$ cat src/rtl/clkgen_mode_pkg.sv
package clkgen_mode_pkg;

  localparam int unsigned RATIO_AW = 5;
  localparam int unsigned RATIO_BW = 2;

  typedef enum logic [1:0] {
    ST_PDN  = 2'd0,
    ST_STOP = 2'd1,
    ST_NORM = 2'd2,
    ST_TEST = 2'd3
  } cg_state_e;

  typedef enum logic [1:0] {
    SRC_ALIGN = 2'd0,
    SRC_PLL   = 2'd1,
    SRC_REF   = 2'd2
  } cg_src_e;

  typedef struct packed {
    logic    oe;
    logic    low;
    cg_src_e src;
  } drv_ctl_t;

  typedef struct packed {
    logic                ok;
    logic [RATIO_AW-1:0] a;
    logic [RATIO_BW-1:0] b;
  } ratio_t;

  localparam logic [2:0] MODE_NORMAL = 3'b000;
  localparam logic [2:0] MODE_BYPASS = 3'b001;
  localparam logic [2:0] MODE_REFOUT = 3'b011;

  function automatic int unsigned max2(int unsigned x, int unsigned y);
    return (x > y) ? x : y;
  endfunction

  // m[0] is multiplier line 0
  function automatic ratio_t decode_ratio(logic [2:0] m);
    ratio_t r;
    r.ok = 1'b1;
    r.a  = '0;
    r.b  = '0;
    case (m)
      3'b000: begin r.a = 5'd4;  r.b = 2'd1; end
      3'b100: begin r.a = 5'd9;  r.b = 2'd2; end
      3'b010: begin r.a = 5'd6;  r.b = 2'd1; end
      3'b001: begin r.a = 5'd8;  r.b = 2'd3; end
      3'b101: begin r.a = 5'd16; r.b = 2'd3; end
      3'b011: begin r.a = 5'd8;  r.b = 2'd1; end
      default: r.ok = 1'b0;
    endcase
    return r;
  endfunction

  function automatic drv_ctl_t drive_for(cg_state_e st, logic [2:0] mode);
    drv_ctl_t c;
    c.oe  = 1'b0;
    c.low = 1'b0;
    c.src = SRC_ALIGN;
    case (st)
      ST_PDN:  begin c.oe = 1'b1; c.low = 1'b1; end
      ST_NORM: begin c.oe = 1'b1; c.src = SRC_ALIGN; end
      ST_TEST: begin
        if (mode == MODE_BYPASS) begin
          c.oe = 1'b1; c.src = SRC_PLL;
        end else if (mode == MODE_REFOUT) begin
          c.oe = 1'b1; c.src = SRC_REF;
        end
      end
      default: c.oe = 1'b0;
    endcase
    return c;
  endfunction

endpackage

$ cat src/rtl/clkgen_state_fsm.sv
module clkgen_state_fsm
  import clkgen_mode_pkg::*;
#(
  parameter int unsigned CW     = 4,
  parameter int unsigned T_PUP  = 8,
  parameter int unsigned T_PDN  = 4,
  parameter int unsigned T_OFF  = 1,
  parameter int unsigned T_ON   = 1,
  parameter int unsigned T_SETL = 4
) (
  input  logic          clk,
  input  logic          rst,
  input  logic          pwr_dn_n,
  input  logic          stop_n,
  input  logic [2:0]    mode_sel,
  output cg_state_e     state_q,
  output cg_state_e     state_d,
  output logic [2:0]    mode_q,
  output logic          trans,
  output logic [CW-1:0] trans_lat
);

  always_comb begin
    if (!pwr_dn_n)                 state_d = ST_PDN;
    else if (mode_q != MODE_NORMAL) state_d = ST_TEST;
    else if (!stop_n)              state_d = ST_STOP;
    else                           state_d = ST_NORM;
  end

  assign trans = (state_d != state_q);

  always_comb begin
    if (state_d == ST_PDN)
      trans_lat = CW'(T_PDN);
    else if (state_q == ST_PDN)
      trans_lat = CW'(T_PUP);
    else if (state_q == ST_NORM && state_d == ST_STOP)
      trans_lat = CW'(T_OFF);
    else if (state_q == ST_STOP && state_d == ST_NORM)
      trans_lat = CW'(T_ON + T_SETL);
    else
      trans_lat = '0;
  end

  always_ff @(posedge clk) begin
    if (rst) begin
      state_q <= ST_PDN;
      mode_q  <= MODE_NORMAL;
    end else begin
      state_q <= state_d;
      if (!pwr_dn_n) mode_q <= mode_sel;
    end
  end

  // captured mode frozen while powered up
  p_mode_frozen_r4: assert property (@(posedge clk) disable iff (rst)
    (pwr_dn_n && state_q != ST_PDN) |=> $stable(mode_q));

endmodule

$ cat src/rtl/clkgen_ratio_sel.sv
module clkgen_ratio_sel
  import clkgen_mode_pkg::*;
(
  input  logic                clk,
  input  logic                rst,
  input  logic [2:0]          mult_sel,
  output logic [RATIO_AW-1:0] ratio_a,
  output logic [RATIO_BW-1:0] ratio_b,
  output logic                mult_err,
  output logic                good_change
);

  logic [2:0] mult_last;
  ratio_t     dec;
  logic       changed;

  assign dec         = decode_ratio(mult_sel);
  assign changed     = (mult_sel != mult_last);
  assign good_change = changed && dec.ok;

  always_ff @(posedge clk) begin
    if (rst) begin
      mult_last <= 3'b000;
      ratio_a   <= RATIO_AW'(4);
      ratio_b   <= RATIO_BW'(1);
      mult_err  <= 1'b0;
    end else begin
      mult_last <= mult_sel;
      if (changed) begin
        if (dec.ok) begin
          ratio_a <= dec.a;
          ratio_b <= dec.b;
        end else begin
          mult_err <= 1'b1;
        end
      end
    end
  end

  // illegal code keeps the ratio and the flag never clears
  p_hold_ratio_r9: assert property (@(posedge clk) disable iff (rst)
    (!dec.ok) |=> ($stable(ratio_a) && $stable(ratio_b)));
  p_err_sticky_r9: assert property (@(posedge clk) disable iff (rst)
    mult_err |=> mult_err);

endmodule

$ cat src/rtl/clkgen_settle_timer.sv
module clkgen_settle_timer #(
  parameter int unsigned CW = 4
) (
  input  logic          clk,
  input  logic          rst,
  input  logic          start,
  input  logic [CW-1:0] load,
  output logic          settled
);

  logic [CW-1:0] cnt_q;

  always_ff @(posedge clk) begin
    if (rst)                cnt_q <= '0;
    else if (start)         cnt_q <= load;
    else if (cnt_q != '0)   cnt_q <= cnt_q - 1'b1;
  end

  assign settled = (cnt_q == '0);

  // a nonzero load always drops settled
  p_load_drops_r10: assert property (@(posedge clk) disable iff (rst)
    (start && load != '0) |=> !settled);

endmodule

$ cat src/rtl/clkgen_out_drive.sv
module clkgen_out_drive
  import clkgen_mode_pkg::*;
(
  input  logic     clk,
  input  logic     rst,
  input  drv_ctl_t ctl_d,
  input  logic     clk_aligned,
  input  logic     clk_pll,
  input  logic     clk_ref,
  output logic     out_p,
  output logic     out_n,
  output logic     out_oe
);

  drv_ctl_t ctl_q;
  logic     src_lvl;
  logic     live;

  always_ff @(posedge clk) begin
    if (rst) begin
      ctl_q.oe  <= 1'b1;
      ctl_q.low <= 1'b1;
      ctl_q.src <= SRC_ALIGN;
    end else begin
      ctl_q <= ctl_d;
    end
  end

  always_comb begin
    case (ctl_q.src)
      SRC_PLL: src_lvl = clk_pll;
      SRC_REF: src_lvl = clk_ref;
      default: src_lvl = clk_aligned;
    endcase
  end

  assign live   = ctl_q.oe && !ctl_q.low;
  assign out_p  = live && src_lvl;
  assign out_n  = live && !src_lvl;
  assign out_oe = ctl_q.oe;

endmodule

$ cat src/rtl/clkgen_mode_ctrl.sv
module clkgen_mode_ctrl
  import clkgen_mode_pkg::*;
#(
  parameter int unsigned NUM_OUT = 2,
  parameter int unsigned T_PUP   = 300000,
  parameter int unsigned T_PDN   = 100000,
  parameter int unsigned T_OFF   = 1,
  parameter int unsigned T_ON    = 1,
  parameter int unsigned T_SETL  = 20,
  parameter int unsigned T_MULT  = 100000
) (
  input  logic               clk,
  input  logic               rst,
  input  logic               pwr_dn_n,
  input  logic               stop_n,
  input  logic [2:0]         mode_sel,
  input  logic [2:0]         mult_sel,
  input  logic               clk_aligned,
  input  logic               clk_pll,
  input  logic               clk_ref,
  output logic [NUM_OUT-1:0] clk_p,
  output logic [NUM_OUT-1:0] clk_n,
  output logic [NUM_OUT-1:0] clk_oe,
  output logic [3:0]         state_oh,
  output logic               settled,
  output logic [4:0]         ratio_a,
  output logic [1:0]         ratio_b,
  output logic               mult_err
);

  localparam int unsigned MAX_LAT = max2(max2(max2(T_PUP, T_PDN), max2(T_OFF, T_ON + T_SETL)), T_MULT);
  localparam int unsigned CW      = $clog2(MAX_LAT + 2);

  cg_state_e     state_q, state_d;
  logic [2:0]    mode_q;
  logic          trans;
  logic [CW-1:0] trans_lat;
  logic          good_change;
  logic          tmr_start;
  logic [CW-1:0] tmr_load;
  drv_ctl_t      ctl_d;

  clkgen_state_fsm #(
    .CW(CW), .T_PUP(T_PUP), .T_PDN(T_PDN), .T_OFF(T_OFF), .T_ON(T_ON), .T_SETL(T_SETL)
  ) u_fsm (
    .clk(clk), .rst(rst), .pwr_dn_n(pwr_dn_n), .stop_n(stop_n), .mode_sel(mode_sel),
    .state_q(state_q), .state_d(state_d), .mode_q(mode_q),
    .trans(trans), .trans_lat(trans_lat)
  );

  clkgen_ratio_sel u_ratio (
    .clk(clk), .rst(rst), .mult_sel(mult_sel),
    .ratio_a(ratio_a), .ratio_b(ratio_b), .mult_err(mult_err), .good_change(good_change)
  );

  // state change wins over a hot multiplier change
  assign tmr_start = trans || (good_change && state_q == ST_NORM && state_d == ST_NORM);
  assign tmr_load  = trans ? trans_lat : CW'(T_MULT);

  clkgen_settle_timer #(.CW(CW)) u_timer (
    .clk(clk), .rst(rst), .start(tmr_start), .load(tmr_load), .settled(settled)
  );

  assign ctl_d    = drive_for(state_d, mode_q);
  assign state_oh = 4'b0001 << state_q;

  for (genvar gi = 0; gi < NUM_OUT; gi++) begin : g_pair
    clkgen_out_drive u_drv (
      .clk(clk), .rst(rst), .ctl_d(ctl_d),
      .clk_aligned(clk_aligned), .clk_pll(clk_pll), .clk_ref(clk_ref),
      .out_p(clk_p[gi]), .out_n(clk_n[gi]), .out_oe(clk_oe[gi])
    );
  end

  p_state_onehot_r1: assert property (@(posedge clk) disable iff (rst)
    $countones(state_oh) == 1);
  p_pdn_ground_r2: assert property (@(posedge clk) disable iff (rst)
    state_oh[0] |-> (clk_oe == {NUM_OUT{1'b1}} && clk_p == '0 && clk_n == '0));
  p_stop_hiz_r3: assert property (@(posedge clk) disable iff (rst)
    state_oh[1] |-> (clk_oe == '0));
  p_norm_compl_r5: assert property (@(posedge clk) disable iff (rst)
    state_oh[2] |-> (clk_oe == {NUM_OUT{1'b1}} && clk_n == ~clk_p));

endmodule

$ cat config.mk
export PLATFORM = sky130hd
export DESIGN_NAME = clkgen_mode_ctrl
export DESIGN_NICKNAME = d
export VERILOG_FILES = /design/src/rtl/clkgen_mode_pkg.sv /design/src/rtl/clkgen_state_fsm.sv /design/src/rtl/clkgen_ratio_sel.sv /design/src/rtl/clkgen_settle_timer.sv /design/src/rtl/clkgen_out_drive.sv /design/src/rtl/clkgen_mode_ctrl.sv
export SDC_FILE = /design/constraint.sdc
export NUM_CORES = 1
export LEC_CHECK = 0
export BUFFER_PORTS_ARGS = -buffer_cell sky130_fd_sc_hd__buf_4
export CAP_MARGIN = 20
export CORE_ASPECT_RATIO = 1.2
export CORE_MARGIN = 5
export CORE_UTILIZATION = 48
export DETAILED_ROUTE_END_ITERATION = 12
export PLACE_DENSITY = 0.72
export REMOVE_ABC_BUFFERS = 1
export SYNTH_ARGS = -nofsm -noshare
export SYNTH_HDL_FRONTEND = slang
export SYNTH_SLANG_ARGS = --single-unit
$ cat constraint.sdc
create_clock -name clk -period 2.3 [get_ports clk]
set_input_delay 0.345 -clock clk [delete_from_list [all_inputs] [get_ports clk]]
set_output_delay 0.345 -clock clk [all_outputs]
set_load 0.02 [all_outputs]
Word-level counts from Yosys, hierarchy flattened:

Cells that the tools add are included.

* bits of input ports: 13
* word-level logic and storage cells: 74
* register bits: 39
* output and inout port bits: 19

* shifts and indexed selects: 1
* equality and inequality tests: 16
* multiplexer cells: 19
* reductions and logical operators: 24
* bitwise logic cells: 2
* add/subtract/negate cells: 1

Operators with widths (number)
* $mux W19: 6
* $pmux W7 S6: 1
* $logic_not A19 Y1: 1
* $reduce_bool A19 Y1: 1
* $sub A19 B1 Y19 const B: 1
* $eq A3 B2 Y1 const B: 3
* $eq A2 B2 Y1 const B: 4
* $logic_and A1 B1 Y1: 8
* $mux W2: 4
* $eq A2 B1 Y1 const B: 3
* $eq A3 B1 Y1 const B: 2
* $eq A3 B3 Y1 const B: 2
* $reduce_or A6 Y1: 1
* $mux W1: 5
* $mux W5: 1
* $logic_not A2 Y1: 2
* $pmux W1 S2: 2
* $reduce_and A2 Y1: 2
* $reduce_or A2 Y1: 2
* $shl A1 B2 Y4 const A: 1
* $logic_not A3 Y1: 1
* $ne A3 B3 Y1: 1
* $reduce_bool A3 Y1: 1
* $reduce_or A3 Y1: 1
* other kinds (5): 7

Depth between registers and ports, before layout:

Gate-level depths: netlist of run 1.

* depth after elaboration: 11
* gate-level depth with buffers: 8
* depth with buffers taken out: 7

Cells and area by module:

Synthesis of run 1 repeated with hierarchy kept, for this count alone.

* cells, all modules: 303
* area total of the unflattened synthesis: 2534.9 sq um

By module, submodules not included
* clkgen_settle_timer: cells an instance 138, instances 1, seq. area each 380.4 sq um, area an instance 1104.8 sq um
* clkgen_ratio_sel: cells an instance 47, instances 1, seq. area each 220.2 sq um, area an instance 459.2 sq um
* clkgen_state_fsm: cells an instance 50, instances 1, seq. area each 100.1 sq um, area an instance 399.1 sq um
* clkgen_out_drive: cells an instance 17, instances 2, seq. area each 80.1 sq um, area an instance 180.2 sq um
* clkgen_mode_ctrl: cells an instance 34, instances 1, seq. area each 0.0 sq um, area an instance 211.5 sq um

Worst setup path after synthesis of run 1:

No wires, ideal clock.

* path type: register -> register
* start point: register u_timer.cnt_q[0]
* end point: register u_timer.cnt_q[18]
* setup time: 158 ps
* buffers on the path: 1
* period minus slack after synthesis: 2147 ps
* arrival time: 1989 ps
* stages on the path, launching flop included: 9
* slack: 153 ps
* required time: 2142 ps
* cells stage by stage: dfxtp_1 -> inv_1 -> ha_1 -> or3b_2 -> or3_1 -> clkbuf_1 -> o31a_1 -> o211ai_1 -> a221oi_2

* longest elaborated chain between the ends: 3
* elaborated cells on any way between the ends: 5
* classes of those cells: add/sub (1); mux (2); reduce/logical (2)

Ends and longest elaborated chain
* from (decl): line clkgen_settle_timer.sv:11 `logic [CW-1:0] cnt_q;`
* from (signal assigned): line clkgen_settle_timer.sv:15 `else if (start) cnt_q <= load;`
* from (signal assigned): line clkgen_settle_timer.sv:16 `else if (cnt_q != '0) cnt_q <= cnt_q - 1'b1;`
* $sub A19 B1 Y19: line clkgen_settle_timer.sv:16
* $mux W19: line clkgen_settle_timer.sv:16
* $mux W19: line clkgen_settle_timer.sv:15

Parallel ways exist; a longest one is shown, timed or not. The select of a mux whose other input is x is not followed.
A chain may end at the register's enable or synchronous reset.

Final worst setup path of run 1:

Ends and elaborated chain as after synthesis.

==> results of run 1 <==
## power by group through the flow
stage / combinational, uW / sequential, uW / clock [uW]
floorplan: 288 / 797 / 0
global route: 499 / 789 / 509
global placement: 444 / 794 / 0
detailed placement: 448 / 796 / 0
CTS: 453 / 781 / 478
finish: 453 / 782 / 461
## stage by stage
step,area [um2],power [uW],worst slack [ps],utilization
finish,2380,1700,149,0.594
global route,2380,1800,25.9,0.594
CTS,2380,1710,156,0.594
detailed placement,2290,1240,167,0.573
global placement,2290,1240,236,0.573
floorplan,1920,1090,200,-
## routing by layer
| layer | vias up | track usage | part of all wire |
|---|---|---|---|
| met1 | 849 | 0.193 | 0.42 |
| met3 | 11 | 0.0470 | 0.052 |
| met2 | 51 | 0.316 | 0.50 |
| met5 | - | 0 | 0 |
| met4 | 0 | 0.0742 | 0.025 |
| li1 | 919 | - | - |
## cell usage in the layout, fill, tap and decap left out, types with 4 or more instances in the layout
cell type / instances
nand3_1: 10
mux2i_1: 4
nor2_1: 26
dfxtp_1: 39
a211oi_1: 5
a21oi_1: 15
buf_4: 40
nor2b_1: 6
clkbuf_8: 6
xnor2_1: 7
or3_1: 4
nand4_1: 4
inv_1: 9
nor3_1: 5
xor2_1: 7
o21ai_0: 9
a31oi_1: 4
nor4_1: 7
nand2_1: 17
ha_1: 4
## state kept, by name (all words and copies together), names as in the netlist
signal and cells:
u_ratio.ratio_a 5, g_pair.u_drv.ctl_q 3, u_ratio.ratio_b 2, u_fsm.mode_q 3
u_fsm.state_q 2, g_pair.u_drv.out_oe 1, u_ratio.mult_last 3, u_timer.cnt_q 19
u_ratio.mult_err 1
## final timing paths
kind              slack (ps)  depth (start not counted)                        endpoint                     startpoint
setup / recovery         150                          7  u_timer.cnt_q[18]$_SDFFE_PP0P_  u_timer.cnt_q[0]$_SDFFE_PP0P_
hold / removal           300                          3    u_fsm.mode_q[0]$_SDFFE_PP0N_                    mode_sel[0]
setup reg to reg         150                          7  u_timer.cnt_q[18]$_SDFFE_PP0P_  u_timer.cnt_q[0]$_SDFFE_PP0P_
hold reg to reg          470                          2   u_ratio.mult_err$_SDFFE_PP0P_  u_ratio.mult_err$_SDFFE_PP0P_
## cell families after synthesis
group / count (synthesis)
multiplexers: 6
XOR/XNOR: 14
flip-flops: 39
buffers and inverters: 25
adder cells (fa/ha/maj): 4
AND/OR/NAND/NOR: 97
AO/OA/AOI/OAI: 54
## worst max-delay path, stage by stage (launching register included)
cell      delay, ps
dfxtp_1         320
inv_1            90
ha_1            170
or3b_2          450
or3_1           420
o31a_1          280
o211ai_1        210
a221oi_2         80
## area by class of cell
cell class                      count  area (um2)  area share
Multi-Input combinational cell    175        1110       0.466
Sequential cell                    39         781       0.328
Timing Repair Buffer               40         300       0.126
Clock buffer                        6        82.6      0.0347
Tap cell                           54        67.6      0.0284
Inverter                            9        33.8      0.0142
Clock inverter                      1        5.00     0.00210
==> key figures, run 1 <==
Status
  – Status: complete, no violations

Detailed routing
  – WL/cell: between 10 and 15 um
  – TritonRoute pass-1 iters: 4
  – Routed wire length: between 4000 and 5000 um
  – Via count: ~1,800
  – Vias/cell: 5.65
  – Drt initial violations: 76
  – Post-DRT Antenna Nets: 0
  – Residual DRC: 0

Timing
  – Slew Limit Headroom: 0.735
  – Actual slew at the worst max-slew pin: slightly below 400 ps
  – Max Slew Vio Count: 0
  – Final setup vio count: 0
  – Final worst path period need: approximately 2200 ps
  – Hold slack: ~300 ps
  – Highest Clock Rate: about 0.46 GHz
  – Worst Clk Skew: between 4 and 5 ps
  – RSZ-0062 raised after global routing: false
  – Fin. Hold Viols: 0
  – Final setup TNS: 0 ps
  – Final period utilization: 0.935

Layout
  – Share of cells above drive strength 1: 0.219
  – Nets: roughly 290
  – Area grow syn2layout: 17.8%
  – Antenna cells: 0
  – # fillers: around 390
  – Fin cells: about 320

Power and ir drop
  – Switching share of power: 0.311
  – Clk pwr share: 0.272
  – Net Sw Power: 528 uW
  – Lkg Pwr: approximately 0.00099 uW
  – Sequential group share of total power: 0.461
  – Combinational Power Share: 0.267
  – Power Density: approximately 710 mW/mm2
  – Peak VDD IR: ~0.46 mV
  – Int Power: about 1200 uW

Synth
  – Asr flop ratio synth: 0
  – Top cells by area, synth: dfxtp_1, nor2_1, a21oi_1, nand2_1, xnor2_1
  – Adder-Cell Fraction of Synth Area: 0.0248
  – Register bit total from synthesis: 39
  – Synthesized area: ~0.002 mm2
  – Area fraction in compound gates after synthesis: 0.181
  – Register area share after synthesis: 0.386
  – Cells after synthesis: approximately 240
  – Post-synthesis mux area share: 0.0310
  – Main combinational cell family by area after synthesis: simple AND/OR/NAND/NOR gates
  – Synth cell count leaders: dfxtp_1, nor2_1, nand2_1
  – Ys flop type: dfxtp_1
  – Top-area cell type share of the netlist area: 0.386
  – XOR/XNOR share of the synthesized area: 0.0607
  – Area leader, netlist: dfxtp_1
  – Synth unique cells: 51
  – Simple-gate portion of the synthesized area: 0.251
  – Post-synth EDFFs: 0
  – Yosys warning count: 0
  – Syn Area/Cell: between 8 and 9 um2
  – Leading cell type by number of instances after synthesis: dfxtp_1

Placed design
  – Dpl cells: 317
  – # port buffers: 31
  – GPL Wtd Cong: 0.915
  – DP HPWL: about 3500 um

Clock tree
  – CTS Root Buffer Type: clkbuf_8
  – Setup bufs post-CTS: 0
  – CTS tree: done
  – H-tree depth: 2
  – Hold buffer count at cts: 0
  – Worst-Skew Late Latency: roughly 280 ps
  – Clk sink count: 39
  – CTS resizes: 0
  – TritonCTS buffer count: 5
  – CTS clk-pin slew, worst paths: about 70 ps
  – Clk buf depth: 2

Flow run
  – Maxcap violations: 0

Global routing
  – Largest net degree at the start of global routing: 23
  – Initial antenna violation count: 0
  – GRT Util Overall: 0.174
  – Number of global-route vias before repair: 1,781
  – Remaining global-route overflow: 0
  – First-pass GRT wire length: between 7000 and 8000 um

Floorplan
  – Row cnt: 25
  – Top Ports: 32
  – Die width: just under 70 um
  – Area of the core: roughly 0.004 mm2
  – Die area: between 0.005 and 0.006 mm2
  – Initial core utilization: 0.505
  – Die Ht: about 80 um

Critical path
  – WP data required: around 2500 ps
  – Worst Setup Start Kind: register
  – Type of the worst setup path: register to register
  – Crit-path max FO: 6
  – Worst EP arrival: about 2300 ps
  – Endpoint type of the worst setup path: register

Worst hold path
  – Worst Hold Class: input port to register
No activity file was read; power rests on OpenSTA's default activity.
==> inputs of run 2 (changes only) <==
- CORE_MARGIN: 5 -> default
- CORE_UTILIZATION: 48 -> 43
- PLACE_DENSITY: 0.72 -> 0.66
==> run 2 against run 1 <==
Via count is 0.33% lower. Critical path depth is the same. Die area shrank 11%. Register-to-register slack is essentially flat. Total power grew 7.8%. Sequential cell count unchanged. Critical endpoint unchanged. Hold slack got worse by 25 ps.
==> key figures, run 2 (synthesized netlist as in run 1, its figures left out) <==
Placed design
  – DP HPWL: 3340 um (-4.0%)
  – Setup WS pre-CTS: 212 ps (+44.8 ps)
  – # port buffers: 31 (unchanged)
  – Dpl cells: 319 (+0.63%)
  – GPL Wtd Cong: 0.827 (-9.6%)

Clock tree
  – CTS tree: done
  – Setup bufs post-CTS: 0 (unchanged)
  – CTS resizes: 0 (unchanged)
  – Worst-Skew Late Latency: 300 ps (+20 ps)
  – CTS Root Buffer Type: clkbuf_8
  – CTS clk-pin slew, worst paths: 80 ps (about the same)
  – Clk buf depth: 2 (unchanged)
  – Hold buffer count at cts: 0 (unchanged)
  – H-tree depth: 2 (unchanged)
  – TritonCTS buffer count: 5 (unchanged)
  – Clk sink count: 39 (unchanged)

Power and ir drop
  – Combinational Power Share: 0.244 (-0.023)
  – Sequential group share of total power: 0.427 (-0.034)
  – Switching share of power: 0.298 (-0.0131)
  – Peak VDD IR: 0.367 mV (-20%)
  – Lkg Pwr: 0.00100 uW (+1.4%)
  – Power Density: 758 mW/mm2 (+6.4%)
  – Clk pwr share: 0.330 (+0.058)
  – Net Sw Power: 545 uW (+3.3%)
  – Int Power: 1280 uW (+9.9%)

Layout
  – Biggest regs: u_timer.cnt_q: 19 flops, u_ratio.ratio_a: 5 flops
  – Antenna cells: 0 (unchanged)
  – Share of cells above drive strength 1: 0.221 (+0.00288)
  – Most frequent cells in the layout: buf_4, dfxtp_1, nor2_1
  – Top reg by flops: u_timer.cnt_q
  – Fin cells: 327 (+0.93%)
  – Area grow syn2layout: 19.4%
  – Nets: 287 (unchanged)
  – Max reg flops: 19 (unchanged)
  – Commonest non-fill, non-tap cell in the layout: buf_4

Critical path
  – Endpoint type of the worst setup path: register
  – WP data required: 2470 ps (about the same)
  – Type of the worst setup path: register to register
  – Bufs and invs on worst path: 1 (unchanged)
  – Crit-path max FO: 6 (unchanged)
  – Internal reg-to-reg setup slack: 160 ps (about the same)
  – Crit-path cells: inv_1 > ha_1 > or3b_2 > or3_1 > o31a_1 > o211ai_1 > a221oi_2
  – Critical path's top delay family: simple AND/OR/NAND/NOR gates
  – Crit path max-delay cell type: or3b_2
  – Worst EP arrival: 2310 ps (about the same)
  – CP peak stage delay: 450 ps (about the same)
  – Worst Setup Start Kind: register

Detailed routing
  – WL/cell: 14.0 um (-4.5%)
  – Routed wire length: 4590 um (-3.6%)
  – Vias/cell: 5.58 (-1.2%)
  – Post-DRT Antenna Nets: 0 (unchanged)
  – TritonRoute pass-1 iters: 4 (unchanged)
  – Via count: 1,824 (-0.33%)
  – Residual DRC: 0 (unchanged)
  – Drt initial violations: 81 (+6.6%)

Timing
  – Slew Limit Headroom: 0.723 (-0.0116)
  – Final setup TNS: 0 ps (unchanged)
  – Actual slew at the worst max-slew pin: 412 ps (+14.2 ps)
  – Highest Clock Rate: 0.468 GHz (+0.68%)
  – Fin. Hold Viols: 0 (unchanged)
  – Worst Clk Skew: 7.90 ps (+3.62 ps)
  – Setup ws final: 163 ps (+14.5 ps)
  – RSZ-0062 raised after global routing: false
  – Final setup vio count: 0 (unchanged)
  – Final period utilization: 0.929 (-0.00629)
  – Max Slew Vio Count: 0 (unchanged)
  – Final worst path period need: 2140 ps (-14.5 ps)

Global routing
  – Remaining global-route overflow: 0 (unchanged)
  – Largest net degree at the start of global routing: 23 (unchanged)
  – GRT Util Overall: 0.202 (+0.0275)
  – Initial antenna violation count: 0 (unchanged)
  – Number of global-route vias before repair: 1,674 (-6.0%)
  – First-pass GRT wire length: 7720 um (-1.6%)

Floorplan
  – Row cnt: 26 (+4.0%)
  – Die area: 0.00498 mm2 (-11%)
  – Die width: 64.6 um (-6.7%)
  – Top Ports: 32 (unchanged)
  – Initial core utilization: 0.460 (-0.0446)
  – Area of the core: 0.00439 mm2 (+9.7%)
  – Die Ht: 77.1 um (-4.9%)

Status
  – Status: complete, no violations

Flow run
  – Maxcap violations: 0 (unchanged)

Worst hold path
  – Worst Hold Class: input port to register
-- run 2: cell types whose count changed in the layout (fill, tap and decap cells not counted) --
cell | before | now
bufinv_16 | 0 | 1
-- run 2: power groups by stage --
stage	clock (uW)	combinational, uW	sequential [uW]
floorplan	0	288	797
global placement	0	443	794
detailed placement	0	442	795
CTS	614	446	780
global route	648	495	789
finish	603	446	780
-- run 2: layout make-up --
class	count	area, um2
multi-input combinational	175	1110
clock buffer	6	82.6
clock inverter	2	35.0
tap	56	70.1
fill	421	1980
sequential	39	781
timing repair buffer	40	300
inverter	9	33.8
-- run 2: worst paths after layout --
kind	depth (start not counted)	endpoint	start
max	7	u_timer.cnt_q[18]$_SDFFE_PP0P_	u_timer.cnt_q[0]$_SDFFE_PP0P_
min	3	u_fsm.mode_q[2]$_SDFFE_PP0N_	mode_sel[2]
max reg2reg	7	u_timer.cnt_q[18]$_SDFFE_PP0P_	u_timer.cnt_q[0]$_SDFFE_PP0P_
min reg2reg	2	u_ratio.mult_err$_SDFFE_PP0P_	u_ratio.mult_err$_SDFFE_PP0P_
-- run 2: through the flow --
stage          hold slack (ps)  power [uW]  utilization  instance area (um2)
2_1_floorplan              411        1090            -                 1920
3_3_place_gp               461        1240        0.523                 2290
3_5_place_dp               469        1240        0.523                 2290
4_1_cts                    272        1840        0.549                 2410
5_1_grt                    278        1930        0.549                 2410
6_report                   272        1830        0.549                 2410
-- run 2: routing by layer --
| metal | GRT usage | vias to the layer above | wire length, um |
|---|---|---|---|
| met5 | 0 | - | 0 |
| met4 | 0.0822 | 0 | 48 |
| met3 | 0.0551 | 5 | 183 |
| met2 | 0.341 | 43 | 2270 |
| met1 | 0.237 | 857 | 2090 |
| li1 | - | 919 | - |
-- run 2: worst register-to-register path, cell delays in order (launching register included) --
cell,delay [ps]
dfxtp_1,320
inv_1,90
ha_1,170
or3b_2,450
or3_1,420
o31a_1,280
o211ai_1,210
a221oi_2,80
==> inputs of run 3 (changes only) <==
- ABC_AREA: default -> 1
- BUFFER_PORTS_ARGS: -buffer_cell sky130_fd_sc_hd__buf_4 -> -buffer_cell sky130_fd_sc_hd__buf_2
- PLACE_DENSITY: 0.66 -> 0.65
==> run 3 against run 2 <==
Sequential cell count unchanged. Cell count up 25%. Critical path type is now register to output pin. Largest power group unchanged. Via count up 14%. Largest cell class unchanged.
==> key figures, run 3 <==
Status
  – Status: complete, no violations

Timing
  – Final worst path period need: 2110 ps (-24.8 ps)
  – Highest Clock Rate: 0.473 GHz (+1.2%)
  – Max Slew Vio Count: 0 (unchanged)
  – Worst Clk Skew: 3.02 ps (-4.88 ps)
  – Final period utilization: 0.918 (-0.0108)
  – Final setup vio count: 0 (unchanged)
  – Slew Limit Headroom: 0.700 (-0.0237)
  – Final setup TNS: 0 ps (unchanged)
  – RSZ-0062 raised after global routing: false
  – Fin. Hold Viols: 0 (unchanged)
  – Actual slew at the worst max-slew pin: 450 ps (+38.2 ps)

Power and ir drop
  – Peak VDD IR: 0.403 mV (+9.7%)
  – Power Density: 785 mW/mm2 (+3.5%)
  – Lkg Pwr: 0.00125 uW (+25%)

Layout
  – Antenna cells: 0 (unchanged)
  – Fin util: 0.507 (-0.0423)
  – Share of cells above drive strength 1: 0.191 (-0.0300)
  – Most frequent cells in the layout: nand2_1, nor2_1, inv_1, dfxtp_1, buf_2
  – Nets: 366 (+28%)
  – Cell area after layout: 0.00254 mm2 (+5.3%)
  – Biggest regs: u_timer.cnt_q: 19 flops, u_ratio.ratio_a: 5 flops
  – Area grow syn2layout: 11.8%
  – Commonest non-fill, non-tap cell in the layout: nand2_1
  – # fillers: 523 (+24%)
  – Top reg by flops: u_timer.cnt_q
  – Max reg flops: 19 (unchanged)

Critical path
  – Internal reg-to-reg setup slack: 700 ps (+540 ps)
  – Crit. Startpoint: g_pair[1].u_drv.ctl_q[0]$_SDFF_PP0_
  – Endpoint type of the worst setup path: output pin
  – Worst Setup Start Kind: register
  – Type of the worst setup path: register to output pin
  – Worst reg2reg path endpoint: u_timer.cnt_q[1]$_SDFFE_PP0P_
  – Crit Reg-Reg Startpoint: u_fsm.mode_q[2]$_SDFFE_PP0N_
  – Worst EP arrival: 1770 ps (-540 ps)
  – R2r worst-path depth: 9 (+2)
  – WP data required: 1960 ps (-510 ps)
  – Crit-path max FO: 2 (-4)

Synth
  – Area leader, netlist: dfxtp_1
  – Top cells by area, synth: dfxtp_1, nand2_1, nor2_1, inv_1, nand3_1
  – Syn Area/Cell: 7.05 um2 (-17%)
  – Register area share after synthesis: 0.344 (-0.0426)
  – Ys flop type: dfxtp_1
  – Post-synth EDFFs: 0 (unchanged)
  – Simple-gate portion of the synthesized area: 0.399 (+0.148)
  – Yosys warning count: 0 (unchanged)
  – Synth cell count leaders: nand2_1, nor2_1, dfxtp_1, inv_1, nand3_1
  – XOR/XNOR share of the synthesized area: 0.0501 (-0.0105)
  – Top-area cell type share of the netlist area: 0.344 (-0.0426)
  – Adder-Cell Fraction of Synth Area: 0.0220 (-0.00273)
  – Synth unique cells: 36 (-29%)
  – Register bit total from synthesis: 39 (unchanged)
  – Leading cell type by number of instances after synthesis: nand2_1
  – Post-synthesis mux area share: 0 (-0.0310)
  – Area fraction in compound gates after synthesis: 0.0793 (-0.102)
  – Synthesized area: 0.00227 mm2 (+12%)
  – Cells after synthesis: 322 (+35%)
  – Asr flop ratio synth: 0 (unchanged)
  – Main combinational cell family by area after synthesis: simple AND/OR/NAND/NOR gates

Detailed routing
  – Top sig layer: met4
  – WL met1: 2240 um (+7.4%)
  – Residual DRC: 0 (unchanged)
  – WL/cell: 11.9 um (-15%)
  – DR WL met2: 2290 um (+0.88%)
  – Vias/cell: 5.07 (-9.2%)
  – TritonRoute pass-1 iters: 4 (unchanged)
  – Post-DRT Antenna Nets: 0 (unchanged)
  – Routed wire length: 4880 um (+6.4%)
  – Via count: 2,077 (+14%)
  – WL met3: 219 um (+20%)
  – Drt initial violations: 96 (+19%)

Floorplan
  – Area of the core: 0.00501 mm2 (+14%)
  – Top Ports: 32 (unchanged)
  – Initial core utilization: 0.453 (-0.00682)
  – Die Ht: 81.6 um (+5.9%)
  – Die width: 68.3 um (+5.8%)
  – Die area: 0.00558 mm2 (+12%)
  – Row cnt: 28 (+7.7%)

Worst hold path
  – Hold Path Cell Cnt: 3 (unchanged)
  – Worst Hold Path EP: u_fsm.mode_q[0]$_SDFFE_PP0N_
  – Worst Hold Class: input port to register
  – HP Start: mode_sel[0]

Flow run
  – Maxcap violations: 0 (unchanged)

Clock tree
  – Clk sink count: 39 (unchanged)
  – Setup bufs post-CTS: 0 (unchanged)
  – Worst-Skew Late Latency: 290 ps (about the same)
  – TritonCTS buffer count: 5 (unchanged)
  – Clk buf depth: 2 (unchanged)
  – H-tree depth: 2 (unchanged)
  – CTS resizes: 0 (unchanged)
  – CTS Root Buffer Type: clkbuf_8
  – CTS clk-pin slew, worst paths: 70 ps (about the same)
  – CTS tree: done
  – Hold buffer count at cts: 0 (unchanged)

Placed design
  – # port buffers: 31 (unchanged)
  – GPL Wtd Cong: 0.836 (+1.0%)
  – DP HPWL: 3830 um (+15%)
  – Post-DP Area: 0.00242 mm2 (+5.6%)

Global routing
  – GRT Util Overall: 0.203 (+0.00136)
  – Largest net degree at the start of global routing: 20 (-13%)
  – First-pass GRT wire length: 8490 um (+10%)
  – Initial antenna violation count: 0 (unchanged)
  – Number of global-route vias before repair: 1,950 (+16%)
  – Remaining global-route overflow: 0 (unchanged)
[run 3: cell count changes in the layout (fill, tap and decap cells not counted), sizes merged, moves of 5 or more]
cell | previous run | this run
nor2b | 6 | 0
inv | 9 | 40
nor4 | 8 | 2
buf | 40 | 32
nand2 | 17 | 75
a211oi | 5 | 0
nand3 | 10 | 34
nor2 | 26 | 53
[run 3: worst max-delay path: stages (launching register included)]
cell,delay [ps]
dfxtp_1,330
inv_1,50
ha_1,300
a221o_1,250
o21ai_0,90
nor3b_1,250
buf_2,210
[run 3: metrics by stage]
step                std cells  power [uW]  hold slack (ps)  setup slack, ps
floorplan                 310        1260              412             8.07
global placement          402        1400              439              552
detailed placement        402        1400              448              496
CTS                       410        2000              281              172
global route              410        2120              292             56.7
finish                    410        1990              282              188
[run 3: kinds of logic (layout without fill, tap and decap cells)]
logic type | Yosys count | after routing
XOR/XNOR | 13 | 13
adder cells (fa/ha/maj) | 4 | 4
AO/OA/AOI/OAI | 32 | 32
flip-flops | 39 | 39
buffers and inverters | 52 | 80
AND/OR/NAND/NOR | 182 | 182
[run 3: area by class of cell]
type | instances | area [um2] | area share
sequential | 39 | 781 | 0.307
multi-input combinational | 231 | 1250 | 0.493
clock buffer | 6 | 82.6 | 0.0325
clock inverter | 2 | 35.0 | 0.0138
timing repair buffer | 32 | 163 | 0.0640
tap | 60 | 75.1 | 0.0296
inverter | 40 | 153 | 0.0601
[run 3: metal layers]
| layer | up-vias | global-route usage |
|---|---|---|
| met3 | 12 | 0.0347 |
| met2 | 65 | 0.341 |
| met5 | - | 0 |
| met1 | 922 | 0.246 |
| li1 | 1078 | - |
| met4 | 0 | 0.0979 |
[run 3: how the worst max path moves through the flow]
stage | endpoint | slack [ps] | cells after the start
after floorplan | clk_n[0] | 8 | 5
after global placement | clk_n[1] | 550 | 6
after detailed placement | clk_n[0] | 500 | 6
after CTS | clk_n[0] | 170 | 6
after global routing | clk_n[0] | 60 | 6
final | clk_n[0] | 190 | 6
[run 3: power by group]
group	switching [uW]	total [uW]	internal [uW]
clock network	246	597	351
registers	48.4	784	736
logic	400	612	213
